--- src/rtl/hfu_pkg.sv ---
// Shared definitions for the hazard and forwarding unit.
// Assumes two source operands per instruction.
package hfu_pkg;
    localparam int NSRC = 2;

    typedef enum logic {
        OPND_REGS = 1'b0,
        OPND_RSLT = 1'b1
    } opnd_sel_e;
endpackage

--- src/rtl/hfu_match.sv ---
// Compares one source register number against one producer.
// Assumes register 0 is hard-wired and never creates a dependency.
module hfu_match #(
    parameter int REG_W = 5
) (
    input  logic             cons_valid,
    input  logic [REG_W-1:0] src,
    input  logic             prod_valid,
    input  logic             prod_wr,
    input  logic [REG_W-1:0] dst,
    output logic             hit
);
    // Dependency exists only for a real writing producer of a non-zero register.
    always_comb begin
        hit = cons_valid && prod_valid && prod_wr
              && (dst != '0) && (dst == src);
    end
endmodule

--- src/rtl/hfu_hazard_ctl.sv ---
// Turns the per-source hit vectors into stall and bubble requests.
// Assumes ex_busy freezes execute, so no bubble may overwrite it.
module hfu_hazard_ctl #(
    parameter int NSRC = 2
) (
    input  logic            fwd_en,
    input  logic            ex_busy,
    input  logic [NSRC-1:0] hit_e,
    input  logic [NSRC-1:0] hit_w,
    output logic            stall,
    output logic            bubble,
    output logic            advance
);
    logic hazard;

    // Stall-only mode waits until any matching producer has left write-back.
    always_comb begin
        hazard  = !fwd_en && ((|hit_e) || (|hit_w));
        stall   = ex_busy || hazard;
        bubble  = hazard && !ex_busy;
        advance = !stall;
    end
endmodule

--- src/rtl/hfu_sel_reg.sv ---
// Holds the operand path choice for the instruction now in execute.
// Assumes the result register holds the execute-ahead producer's result
// throughout the consumer's execute cycle.
module hfu_sel_reg
    import hfu_pkg::*;
#(
    parameter int NSRC = 2
) (
    input  logic            clk,
    input  logic            rst_n,
    input  logic            fwd_en,
    input  logic            load,
    input  logic            clear,
    input  logic [NSRC-1:0] hit_e,
    output logic [NSRC-1:0] sel
);
    opnd_sel_e sel_q [NSRC];

    for (genvar s = 0; s < NSRC; s++) begin : g_sel
        // One operand path register per source: cleared by a bubble, held during a stall.
        always_ff @(posedge clk) begin
            if (!rst_n) begin
                sel_q[s] <= OPND_REGS;
            end else if (clear) begin
                sel_q[s] <= OPND_REGS;
            end else if (load) begin
                sel_q[s] <= (fwd_en && hit_e[s]) ? OPND_RSLT : OPND_REGS;
            end
        end

        // Present the stored choice as a plain select bit.
        always_comb begin
            sel[s] = (sel_q[s] == OPND_RSLT);
        end
    end
endmodule

--- src/rtl/hazard_fwd_unit.sv ---
// Read-after-write control for a four-stage pipeline. It forwards the
// result register to the ALU inputs, or freezes decode and injects bubbles.
// Assumes the register file makes a same-cycle write visible to decode reads.
module hazard_fwd_unit
    import hfu_pkg::*;
#(
    parameter int REG_W = 5
) (
    input  logic             clk,
    input  logic             rst_n,
    input  logic             fwd_en,
    input  logic             ex_busy,
    input  logic             d_valid,
    input  logic [REG_W-1:0] d_rs1,
    input  logic [REG_W-1:0] d_rs2,
    input  logic             e_valid,
    input  logic             e_wr,
    input  logic [REG_W-1:0] e_rd,
    input  logic             w_valid,
    input  logic             w_wr,
    input  logic [REG_W-1:0] w_rd,
    output logic             stall_fd,
    output logic             bubble_e,
    output logic             fwd_src1,
    output logic             fwd_src2
);
    logic [REG_W-1:0] src [NSRC];
    logic [NSRC-1:0]  hit_e;
    logic [NSRC-1:0]  hit_w;
    logic [NSRC-1:0]  sel;
    logic             advance;

    // Gather the decode sources so the comparators can be generated.
    always_comb begin
        src[0] = d_rs1;
        src[1] = d_rs2;
    end

    for (genvar s = 0; s < NSRC; s++) begin : g_cmp
        hfu_match #(.REG_W(REG_W)) u_match_e (
            .cons_valid (d_valid),
            .src        (src[s]),
            .prod_valid (e_valid),
            .prod_wr    (e_wr),
            .dst        (e_rd),
            .hit        (hit_e[s])
        );
        hfu_match #(.REG_W(REG_W)) u_match_w (
            .cons_valid (d_valid),
            .src        (src[s]),
            .prod_valid (w_valid),
            .prod_wr    (w_wr),
            .dst        (w_rd),
            .hit        (hit_w[s])
        );
    end

    hfu_hazard_ctl #(.NSRC(NSRC)) u_ctl (
        .fwd_en  (fwd_en),
        .ex_busy (ex_busy),
        .hit_e   (hit_e),
        .hit_w   (hit_w),
        .stall   (stall_fd),
        .bubble  (bubble_e),
        .advance (advance)
    );

    hfu_sel_reg #(.NSRC(NSRC)) u_sel (
        .clk    (clk),
        .rst_n  (rst_n),
        .fwd_en (fwd_en),
        .load   (advance),
        .clear  (bubble_e),
        .hit_e  (hit_e),
        .sel    (sel)
    );

    // Drive the per-operand select ports.
    always_comb begin
        fwd_src1 = sel[0];
        fwd_src2 = sel[1];
    end
endmodule

--- config.mk ---
export PLATFORM = sky130hd
export DESIGN_NAME = hazard_fwd_unit
export DESIGN_NICKNAME = d
export VERILOG_FILES = /design/src/rtl/hfu_pkg.sv /design/src/rtl/hfu_match.sv /design/src/rtl/hfu_hazard_ctl.sv /design/src/rtl/hfu_sel_reg.sv /design/src/rtl/hazard_fwd_unit.sv
export SDC_FILE = /design/constraint.sdc
export NUM_CORES = 1
export LEC_CHECK = 0
export ABC_AREA = 1
export BUFFER_PORTS_ARGS = -buffer_cell sky130_fd_sc_hd__buf_2
export CAP_MARGIN = 20
export CORE_AREA = 2 2 42 44
export DETAILED_ROUTE_END_ITERATION = 7
export DIE_AREA = 0 0 44 46
export PLACE_DENSITY = 0.79
export SLEW_MARGIN = 25
export SYNTH_ARGS = -nofsm -noshare
export SYNTH_HDL_FRONTEND = slang
export SYNTH_HIERARCHICAL = 1
export SYNTH_SLANG_ARGS = --single-unit
--- constraint.sdc ---
create_clock -name clk -period 3.15 [get_ports clk]
set_input_delay 0.63 -clock clk [delete_from_list [all_inputs] [get_ports clk]]
set_output_delay 0.63 -clock clk [all_outputs]
set_load 0.02 [all_outputs]
# Word level (Yosys, flattened, before mapping)

Memory sizes are Yosys's and may differ from the RTL's.
Cells that the tools add are included.
Widths: inputs -> output; s select.

Flip-flop bits (word level): 0
Memory bits (writable): 2
Input bits: 29
Output and inout port bits: 4
Logic and storage cells: 45
Memories: 1

Equality and inequality tests: 4
Muxes and demuxes: 14
Bitwise gates (word level): 4
Reductions and logical operators: 22

Memories:

| memory      | words | bits a word | read ports | clocked after memory_dff | write ports | line              | RTL |
|---|---|---|---|---|---|---|---|
| u_sel.sel_q | 2     | 1           | 2          | 0                        | 2           | hfu_sel_reg.sv:17 | `opnd_sel_e sel_q [NSRC];` |

Operators with widths:

| operator          | number |
|---|---|
| $eq 5x5->1        | 4 |
| $logic_and 1x1->1 | 14 |
| $mux 1            | 14 |
| $reduce_bool 5->1 | 2 |
| $or 1x1->1        | 4 |
| $reduce_or 2->1   | 2 |
| $logic_not 1->1   | 2 |
| $logic_or 1x1->1  | 2 |

# Logic depth before layout (Yosys ltp)

Depth in word-level cells: 13
Depth in mapped cells: 13
Depth with buffers taken out: 13

# Hierarchy

Netlist, hierarchy kept.

Modules (own cells, without submodules):

| module         | times used | cells each | area each (um^2) | seq. area each (um^2) |
|---|---|---|---|---|
| hfu_match      | 4          | 33         | 128.9            | 0.0 |
| hfu_sel_reg    | 1          | 17         | 120.1            | 50.0 |
| hfu_hazard_ctl | 1          | 9          | 38.8             | 0.0 |

# Least setup slack after synthesis

No wires, ideal clock.

Path type: input to output
Start point: input port e_rd[3]
End point: output port bubble_e
Arrival time: 1.563 ns
Setup slack: 0.957 ns
Stages: 10
Path buffers: 0
Path through: inv_1 > nand2_1 > nand2_1 > nor2_1 > nand2_1 > nor2_1 > nor2_1 > nand2_1 > nand2_1 > nor2_1

Longest elaborated chain between the ends: 7
Elaborated cells between the ends (all ways): 10
Those cells by class: eq/ne (2); reduce/logical (8)

Ends and longest elaborated chain:

| element             | line                  | RTL |
|---|---|---|
| start, declared     | hazard_fwd_unit.sv:18 | `input logic [REG_W-1:0] e_rd,` |
| $reduce_bool 5->1   | hfu_match.sv:16       | `&& (dst != '0) && (dst == src);` |
| $logic_and 1x1->1   | hfu_match.sv:16       |  |
| $logic_and 1x1->1 * | hfu_match.sv:16       |  |
| via hit_e[1]        | hazard_fwd_unit.sv:28 | `logic [NSRC-1:0] hit_e;` |
| $reduce_or 2->1 *   | hfu_hazard_ctl.sv:18  | `hazard = !fwd_en && ((\|hit_e) \|\| (\|hit_w));` |
| $logic_or 1x1->1 *  | hfu_hazard_ctl.sv:18  |  |
| $logic_and 1x1->1 * | hfu_hazard_ctl.sv:18  |  |
| $logic_and 1x1->1 * | hfu_hazard_ctl.sv:20  | `bubble = hazard && !ex_busy;` |
| end, declared       | hazard_fwd_unit.sv:23 | `output logic bubble_e,` |

The timed path passes the listed nets; every way through them passes the cells marked *.

# Worst setup path after layout

Start point: input port e_rd[4]
End point: output port bubble_e

The elaborated chain is that of the path after synthesis.

==> results.json <==
{
  "drcViolationCount": 0,
  "layout.nets": 222,
  "syn-cell-area_sq_um": 674,
  "ys_seq_elements": 2,
  "design.die.area_sq_um": 2020,
  "critical_path_required_ns": 2.52,
  "antenna_found_initial": 0,
  "period_needed_ns": 2.43,
  "yosys_warnings": 6,
  "cts_tree": "built",
  "largest_register_ffs": 2,
  "path_max_fanout": 4,
  "design.core.area_sq_um": 1610,
  "hold_ws_ns": 0.480,
  "vias_per_cell": 4.18,
  "finalSetupViolCount": 0,
  "grt_pass1_vias": 679,
  "slew_headroom_pct": 86.3,
  "cp_slowest_cell": "buf_2",
  "dp_cells": 205,
  "cts-root-buf": "clkbuf_4",
  "grt_pass1_wl_mm": 2.47,
  "start_kind": "input pin",
  "grt_max_degree": 7,
  "drt_first_iter_violations": 19,
  "diodes": 0,
  "port_buffers": 32,
  "hold_path_class": "reg -> reg",
  "yosysSeqAreaShare_pct": 7.42,
  "cpMostUsedCell": "nand2_1",
  "reg_top3": "u_sel/sel_q x2",
  "num-fill-cells": 181,
  "pwr-share-clk_pct": 36.2,
  "grt.total_usage_pct": 15.7,
  "cts.reportedPaths.clkPinSlew_ns": 0.03,
  "worst_setup_path_end_kind": "primary output",
  "ant_nets": 0,
  "p_leak_nw": 0.652,
  "crit_chain": "buf_2, inv_1, nand2_1, a21oi_1, nand2_1, nor2_1, nor2_1, nand2_1, nand2_1, nor2_1, buf_2",
  "htreeDepth": 1,
  "worstSkewPairLatency_ns": 0.21,
  "largest_register": "u_sel/sel_q",
  "gp_congestion": 0.793,
  "die_y_microns": 46,
  "gr-total-overflow": 0,
  "wl_per_cell_microns": 7.22,
  "io_pins": 33,
  "rows": 15,
  "post-synth-top-area-fraction_pct": 40.1,
  "path_class": "in -> out",
  "power_uw": 169,
  "status": "finished, final reports clean",
  "clockBufferDepth": 2,
  "cts_resized": 0,
  "drive_above_1_share_pct": 19.3,
  "finalCritPeriodShare_pct": 77.2,
  "finalSetupTns_ns": 0,
  "skew_ns": 0,
  "slowest_delay_ns": 0.20,
  "p_int_uw": 107,
  "slew_viol_final": 0,
  "cts_sinks": 2,
  "syn-instance-count": 158,
  "dr.pass1.iters": 4,
  "fmax_mhz": 411,
  "drt-total-wl_mm": 1.51,
  "sw_frac_of_total_pct": 36.7,
  "worst_slew_pin_slew_ns": 0.204,
  "p_switching_uw": 62.0,
  "rsz0062_at_grt": "false",
  "ir_worst_vdd_v": 0.000133,
  "p_seq_share_pct": 16.8,
  "power_frac_comb_pct": 47.0,
  "synth.area.top_cells": "nand2_1 (40%), inv_1 (26%), nor2_1 (11%)",
  "post-cts-setup-buffer-count": 0,
  "numCtsBuffers": 3,
  "start_util_pct": 41.8,
  "fin_area_sq_um": 867,
  "synth_area_per_cell_sq_um": 4.27,
  "hold_violations": 0,
  "vias": 874,
  "max_cap_violations": 0,
  "yosysTopAreaCell": "nand2_1",
  "hpwl_mm": 1.30,
  "place_area_sq_um": 841,
  "syn2layout_area_growth_pct": 28.6,
  "post_layout_nonfiller_instances": 209,
  "ctsHoldBuffers": 0,
  "power_density_nw_per_um2": 195,
  "synth_cell_types": 11,
  "die_w_microns": 44,
  "critPathArrivalTime_ns": 1.80,
  "synthesis.nets": 187
}
routing by layer:
layer	track usage (%)	routed length [microns]	vias to the layer above
met4	1.82	0	0
met3	2.38	67	0
li1	-	-	516
met5	0	0	-
met2	26.8	672	19
met1	21.4	771	339
Yosys cell counts:
cell type and count:
nor2_1 20, a21oi_2 1, nand3_1 5, a21oi_1 4, nand2_1 72, nand4_1 5, nor2_2 1, dfxtp_1 1
edfxtp_1 1, buf_4 2, inv_1 46
stage by stage:
stage	worst slack [ns]	utilization, %
after floorplan	0.957	-
after global placement	0.752	52.1
after detailed placement	0.743	52.1
after CTS	0.736	53.7
after global routing	0.530	53.7
final	0.719	53.7
cells in the final DEF, fill, tap and decap left out:
cell type  instances
inv_1             46
a21oi_2            1
a21oi_1            4
nand4_1            5
clkbuf_1           1
edfxtp_1           1
buf_2             32
clkbuf_4           3
nor2_1            20
nand3_1            5
dfxtp_1            1
nor2_2             1
nand2_1           72
critical path: cells and delay by family:
| family | cells | cell delay (ns) |
|---|---|---|
| buf+inv | 3 | 0.40 |
| compound gates | 1 | 0.14 |
| simple gates | 7 | 0.63 |
logic make-up (layout without fill, tap and decap cells):
logic type / count (synthesis) / after routing / share of synthesized area (%)
compound gates: 5 / 5 / 4.27
buf+inv: 48 / 82 / 27.8
flops: 2 / 2 / 7.42
simple gates: 103 / 103 / 60.5
final timing paths:
| kind | start | endpoint | slack (ns) | cells after the start |
|---|---|---|---|---|
| worst min register to register | u_sel/sel_q[1] | u_sel/sel_q[1] | 0.48 | 2 |
| worst min-delay path | u_sel/sel_q[1] | u_sel/sel_q[1] | 0.48 | 2 |
| worst max register to register | u_sel/sel_q[1] | u_sel/sel_q[1] | 2.61 | 2 |
| worst max-delay path | e_rd[4] | bubble_e | 0.72 | 11 |
cell type report:
cell class	count	area (sq um)	share of cell area, %
flip-flops and latches	2	50.0	5.77
well taps	17	21.3	2.45
clock buffers	4	26.3	3.03
inverters	46	173	19.9
multi-input cells	108	437	50.4
repair buffers	32	160	18.5
power by group through the flow:
stage	registers (mW)	logic [mW]	clock network (mW)
after floorplan	0.0287	0.0439	0
after global placement	0.0288	0.0786	0
after detailed placement	0.0288	0.0791	0
after CTS	0.0284	0.0793	0.0641
after global routing	0.0285	0.0923	0.0672
final	0.0284	0.0795	0.0613
Power figures use the tool's default switching activity.
